## config.mk

```make
export PLATFORM = sky130hd
export DESIGN_NAME = fcvt_packed
export DESIGN_NICKNAME = d
export VERILOG_FILES = /design/src/rtl/fcvt_pkg.sv /design/src/rtl/fcvt_lane.sv /design/src/rtl/fcvt_issue.sv /design/src/rtl/fcvt_pipe.sv /design/src/rtl/fcvt_packed.sv
export SDC_FILE = /design/constraint.sdc
export NUM_CORES = 2
export LEC_CHECK = 0
export BUFFER_PORTS_ARGS = -buffer_cell sky130_fd_sc_hd__buf_2
export CORE_MARGIN = 2
export CORE_UTILIZATION = 55
export DETAILED_ROUTE_END_ITERATION = 8
export PLACE_DENSITY = 0.72
export SKIP_CTS_REPAIR_TIMING = 1
export SLEW_MARGIN = 20
export SYNTH_ARGS = -nofsm -noshare
export SYNTH_HDL_FRONTEND = slang
export SYNTH_SLANG_ARGS = --single-unit
```

## constraint.sdc

```tcl
create_clock -name clk -period 7.6 [get_ports clk]
set_clock_uncertainty 0.15 [all_clocks]
set_input_delay 1.14 -clock clk [delete_from_list [all_inputs] [get_ports clk]]
set_output_delay 1.14 -clock clk [all_outputs]
set_load 0.01 [all_outputs]
```

## src/rtl/fcvt_pkg.sv

```systemverilog
package fcvt_pkg;

    localparam int WORD_W = 32;
    localparam int EXP_W  = 8;
    localparam int FRAC_W = 23;
    localparam int BIAS   = 127;
    localparam int MANT_W = FRAC_W + 1;
    localparam int WIDE_W = MANT_W + WORD_W;

    // biased exponent at which the value is 2^(WORD_W-1)
    localparam logic [EXP_W-1:0] EXP_SAT   = EXP_W'(BIAS + WORD_W - 1);
    // biased exponent at which the mantissa LSB weighs exactly 1
    localparam logic [EXP_W-1:0] EXP_UNITY = EXP_W'(BIAS + FRAC_W);
    localparam logic [EXP_W-1:0] EXP_SPEC  = {EXP_W{1'b1}};
    // beyond this right shift the magnitude is below one half
    localparam logic [EXP_W-1:0] RSH_CAP   = EXP_W'(MANT_W + 1);

    localparam logic [WORD_W-1:0] INDEF = {1'b1, {(WORD_W-1){1'b0}}};

    typedef enum logic [1:0] {
        RC_NEAR = 2'b00,
        RC_DOWN = 2'b01,
        RC_UP   = 2'b10,
        RC_ZERO = 2'b11
    } rc_e;

    typedef struct packed {
        logic [WORD_W-1:0] value;
        logic              invalid;
        logic              inexact;
    } lane_res_t;

    // decide whether the magnitude is bumped by one
    function automatic logic round_bump(rc_e rc, logic neg, logic lsb,
                                        logic half, logic rest);
        case (rc)
            RC_NEAR: return half & (rest | lsb);
            RC_DOWN: return neg & (half | rest);
            RC_UP:   return ~neg & (half | rest);
            default: return 1'b0;
        endcase
    endfunction

endpackage

```

## src/rtl/fcvt_lane.sv

```systemverilog
module fcvt_lane
    import fcvt_pkg::*;
(
    input  logic [WORD_W-1:0] bits_i,
    input  rc_e               rc_i,
    output lane_res_t         res_o
);

    logic              sign;
    logic [EXP_W-1:0]  expo;
    logic [FRAC_W-1:0] frac;
    logic [MANT_W-1:0] mant;
    logic [EXP_W-1:0]  rsh;
    logic [WIDE_W-1:0] wide;
    logic [MANT_W-1:0] ipart;
    logic              half;
    logic              rest;
    logic              bump;
    logic [WORD_W-1:0] mag;

    assign sign = bits_i[WORD_W-1];
    assign expo = bits_i[WORD_W-2 -: EXP_W];
    assign frac = bits_i[FRAC_W-1:0];
    assign mant = {1'b1, frac};

    always_comb begin
        res_o = '0;
        rsh   = '0;
        wide  = '0;
        ipart = '0;
        half  = 1'b0;
        rest  = 1'b0;
        bump  = 1'b0;
        mag   = '0;
        if (expo == EXP_SPEC) begin
            res_o.value   = INDEF;
            res_o.invalid = 1'b1;
        end else if (expo == '0) begin
            res_o.inexact = |frac;
        end else if (expo >= EXP_SAT) begin
            // only -2^31 itself is representable up here
            res_o.value   = INDEF;
            res_o.invalid = !(expo == EXP_SAT && frac == '0 && sign);
        end else if (expo >= EXP_UNITY) begin
            mag         = WORD_W'(mant) << (expo - EXP_UNITY);
            res_o.value = sign ? -mag : mag;
        end else begin
            rsh = EXP_UNITY - expo;
            if (rsh > RSH_CAP) rsh = RSH_CAP;
            wide  = {mant, {WORD_W{1'b0}}} >> rsh;
            ipart = wide[WIDE_W-1 -: MANT_W];
            half  = wide[WORD_W-1];
            rest  = |wide[WORD_W-2:0];
            bump  = round_bump(rc_i, sign, ipart[0], half, rest);
            mag   = WORD_W'(ipart) + WORD_W'(bump);
            res_o.value   = sign ? -mag : mag;
            res_o.inexact = half | rest;
        end
    end

endmodule

```

## src/rtl/fcvt_issue.sv

```systemverilog
module fcvt_issue #(
    parameter int GAP = 2
) (
    input  logic clk,
    input  logic rst,
    input  logic req_i,
    output logic rdy_o,
    output logic take_o
);

    localparam int CW = $clog2(GAP) + 1;

    logic [CW-1:0] hold_q;

    assign rdy_o  = (hold_q == '0);
    assign take_o = req_i & rdy_o;

    always_ff @(posedge clk) begin
        if (rst) begin
            hold_q <= '0;
        end else if (take_o) begin
            hold_q <= CW'(GAP - 1);
        end else if (hold_q != '0) begin
            hold_q <= hold_q - 1'b1;
        end
    end

endmodule

```

## src/rtl/fcvt_pipe.sv

```systemverilog
module fcvt_pipe #(
    parameter int W     = 8,
    parameter int DEPTH = 4
) (
    input  logic         clk,
    input  logic         rst,
    input  logic [W-1:0] d_i,
    output logic [W-1:0] q_o
);

    logic [W-1:0] stage_q [DEPTH];

    for (genvar i = 0; i < DEPTH; i++) begin : g_stage
        always_ff @(posedge clk) begin
            if (rst) begin
                stage_q[i] <= '0;
            end else if (i == 0) begin
                stage_q[i] <= d_i;
            end else begin
                stage_q[i] <= stage_q[(i == 0) ? 0 : i-1];
            end
        end
    end

    assign q_o = stage_q[DEPTH-1];

endmodule

```

## src/rtl/fcvt_packed.sv

```systemverilog
module fcvt_packed
    import fcvt_pkg::*;
#(
    parameter int LANES     = 4,
    parameter int LATENCY   = 5,
    parameter int ISSUE_GAP = 2
) (
    input  logic                    clk,
    input  logic                    rst,
    input  logic                    in_valid,
    output logic                    in_ready,
    input  logic [LANES*WORD_W-1:0] in_data,
    input  logic [1:0]              in_rc,
    input  logic                    in_inv_mask,
    output logic                    out_valid,
    output logic [LANES*WORD_W-1:0] out_data,
    output logic                    out_invalid,
    output logic                    out_inexact,
    output logic                    out_fault,
    output logic                    out_wr_en
);

    localparam int DATA_W = LANES * WORD_W;
    localparam int PACK_W = DATA_W + 4;
    localparam int TAIL   = LATENCY - 1;

    logic              take;
    logic              s1_vld;
    logic [DATA_W-1:0] s1_data;
    rc_e               s1_rc;
    logic              s1_mask;

    lane_res_t         lane_res [LANES];
    logic [DATA_W-1:0] conv_data;
    logic              any_inv;
    logic              any_inx;
    logic [PACK_W-1:0] conv_pack;
    logic [PACK_W-1:0] tail_q;

    fcvt_issue #(.GAP(ISSUE_GAP)) u_issue (
        .clk   (clk),
        .rst   (rst),
        .req_i (in_valid),
        .rdy_o (in_ready),
        .take_o(take)
    );

    always_ff @(posedge clk) begin
        if (rst) s1_vld <= 1'b0;
        else     s1_vld <= take;
    end

    always_ff @(posedge clk) begin
        if (take) begin
            s1_data <= in_data;
            s1_rc   <= rc_e'(in_rc);
            s1_mask <= in_inv_mask;
        end
    end

    for (genvar g = 0; g < LANES; g++) begin : g_lane
        fcvt_lane u_lane (
            .bits_i(s1_data[g*WORD_W +: WORD_W]),
            .rc_i  (s1_rc),
            .res_o (lane_res[g])
        );
        assign conv_data[g*WORD_W +: WORD_W] = lane_res[g].value;
    end

    always_comb begin
        any_inv = 1'b0;
        any_inx = 1'b0;
        for (int i = 0; i < LANES; i++) begin
            any_inv = any_inv | lane_res[i].invalid;
            any_inx = any_inx | lane_res[i].inexact;
        end
    end

    assign conv_pack = {s1_vld,
                        s1_vld & any_inv & ~s1_mask,
                        s1_vld & any_inv,
                        s1_vld & any_inx,
                        conv_data};

    fcvt_pipe #(.W(PACK_W), .DEPTH(TAIL)) u_tail (
        .clk(clk),
        .rst(rst),
        .d_i(conv_pack),
        .q_o(tail_q)
    );

    assign {out_valid, out_fault, out_invalid, out_inexact, out_data} = tail_q;
    assign out_wr_en = out_valid & ~out_fault;

endmodule

```

==> metrics <==
port bufs between 200 and 300; largest net degree at the start of global routing around 110; Post-synth ARST share 0%; Worst Setup SP s1_data[25]; Worst path slowest cell or4b_2; number of synthesized flops with an enable pin between 100 and 150; Synth Warn # 0; residual DRC count 0; core box area around 80000 µm²; fin util between 60% and 70%; critical path arrival 7.76 ns; WP buf/inv 4; Final GP Congestion approximately 1.0; commonest non-fill, non-tap cell in the layout nand2_1; Synth Area in XOR/XNOR under 10%; flops & latches, synth 662; IO Count 268; min Tclk post-route around 7.3 ns; post-layout instance area between 50000 and 60000 µm²; Slew @ Worst Pin around 1.1 ns; via count 45200; Pre-antenna DRT Iters 9; CTS tree done; deepest clock path buffer count 3; complex-gate fraction of the synthesized area ~22%; pre-CTS setup slack ~0.0057 ns; Clock Sink Count ~660; final std cells w/o fill slightly below 7000; worst r2r path cells 27; max incr delay on CP roughly 0.66 ns; Layout area overhead 11.7%; Cell Rows 105; cell leakage power 19.6 nW; Setup crit end kind flop; Final period util between 90% and 100%; root buffer selected by CTS clkbuf_16; VDD IR-drop max roughly 0.21 mV; Synth area leader dfxtp_1; largest family of logic cells by synthesized area simple AND/OR/NAND/NOR gates; Synth top area share a little under a quarter; synthesized net count just under 6000; Post-Route WL around 160 mm; adder-cell share of the synthesized area between 1 and 1.5%; Final Max Slew Viols 0; fmax approximately 140 MHz; status finished, final reports clean; GRT Util Overall a little over a third; CTS buffer count between 60 and 70; worst hold path type reg2reg; worst reg2reg setup slack around 0.26 ns; Worst-Skew Late Latency 0.65 ns; post-synthesis mux area share 7.78%; setup violators final 0; Die Y a little under 300 µm; Primary FF master, synth dfxtp_1; Setup crit start kind flop; Synth Instances 5683; layout cells sized above 1 14.5%; area of the die around 84000 µm²; nets 6010; commonest non-fill, non-tap cells in the layout nand2_1 (612), dfxtp_1 (531), nor2_1 (442); DP Area roughly 48000 µm²; Critical R2R Launch s1_data[25]; crit path capture u_tail.stage_q[0][23]; vias in the first global route about 41000; dpl hpwl 118 mm; PD cells roughly 250 nW/µm²; ANT nets after route 0; Vias per Instance 6.50; CP top delay family simple AND/OR/NAND/NOR gates; Yosys cell types 114; CP max FO 7; Final Worst Setup Slack 0.257 ns; final hold vios 0; reg2reg end u_tail.stage_q[0][23]; synth top area cells dfxtp_1 (24%), edfxtp_1 (8.7%), nor2b_1 (6.0%); initial antenna violation count 6; initial core utilization approximately 55%; grt total ovfl 0; Worst EP required approximately 8.0 ns; max-slew headroom at the worst pin a little under a quarter; chip width about 290 µm; critical setup path kind reg2reg; Cells after DPL 6819; Avg Inst Size Synth ~7.9 µm²; CTS H-Tree Depth 3; maxcap violations 0; Post-Synth Simple-Gate Area a little over a quarter; register area share after synthesis between 30% and 40%; Post-Syn Area between 40000 and 50000 µm²; Routed wire per std cell 23.1 µm; Starting DRT DRC Count 5736; first-pass GRT wire length between 200 and 250 mm; clk slew on worst S/H paths about 0.060 ns; CP Depth 27
==> how the worst min path moves through the flow <==
stage	start	end	cells after the start
detailed placement	s1_mask	u_tail.stage_q[0][130]	1
CTS	s1_mask	u_tail.stage_q[0][130]	1
finish	s1_mask	u_tail.stage_q[0][130]	1
global placement	s1_mask	u_tail.stage_q[0][130]	1
global route	s1_mask	u_tail.stage_q[0][130]	1
floorplan	s1_mask	u_tail.stage_q[0][130]	1
==> metal layers <==
layer  part of all wire [%]  routed length, µm  vias up  track usage [%]
met5                  0.052                 84        -            0.624
met4                    4.8               7780       10             15.5
met3                    9.5              15300      478             6.59
met2                     44              70900     2658             57.7
met1                     42              66800    21100             49.4
li1                       -                  -    21000                -
==> registers in the layout, summed over array words and instances (netlist names) <==
register and cells:
s1_mask 1, s1_data 128, s1_vld 1, u_issue.hold_q 2
u_tail.stage_q 528, s1_rc 2
==> layout make-up <==
| type | count | area [µm²] |
|---|---|---|
| Timing Repair Buffer | 522 | 3350 |
| Sequential cell | 662 | 14600 |
| Tap cell | 1070 | 1340 |
| Clock inverter | 28 | 250 |
| Antenna cell | 1 | 2.50 |
| Multi-Input combinational cell | 4490 | 28600 |
| Clock buffer | 94 | 1910 |
| Inverter | 85 | 319 |
| Fill cell | 7262 | 31200 |
==> through the flow <==
step | total power [mW] | setup TNS [ns] | hold WS, ns
after detailed placement | 9.16 | 0 | 0.248
after global routing | 13.2 | -0.0209 | 0.271
after floorplan | 7.65 | 0 | 0.234
after CTS | 12.4 | -0.107 | 0.253
final | 12.6 | 0 | 0.255
after global placement | 9.14 | 0 | 0.238
==> logic make-up (layout without fill, tap and decap cells) <==
family	after synthesis	after routing
adders and majority gates	48	48
xor gates and xnor gates	270	270
other	0	1
DFF	662	662
AOI/OAI and AO/OA	1549	1549
buffers and inverters	531	729
and+or+nand+nor	2343	2343
muxes	280	280
==> Yosys cell counts, types with 72 or more instances <==
cell and count:
nand2_1 613, clkbuf_1 343, mux2i_1 166, xnor2_1 177
nand4_1 78, inv_1 76, nor3_1 170, nand3_1 196
nor4_1 74, nor2_1 444, a21oi_1 364, o22ai_1 91
edfxtp_1 131, xor2_1 90, dfxtp_1 531, a211oi_1 72
o21ai_0 379, nor2b_1 433, o31ai_1 76
==> power by group <==
group,switching [mW],leakage [nW],internal (mW)
Sequential,0.302,5.54,3.92
Clock,1.39,1.07,1.84
Combinational,3.21,13.0,1.89
Total,4.90,19.6,7.65
No activity file was read; power rests on OpenSTA's default activity.
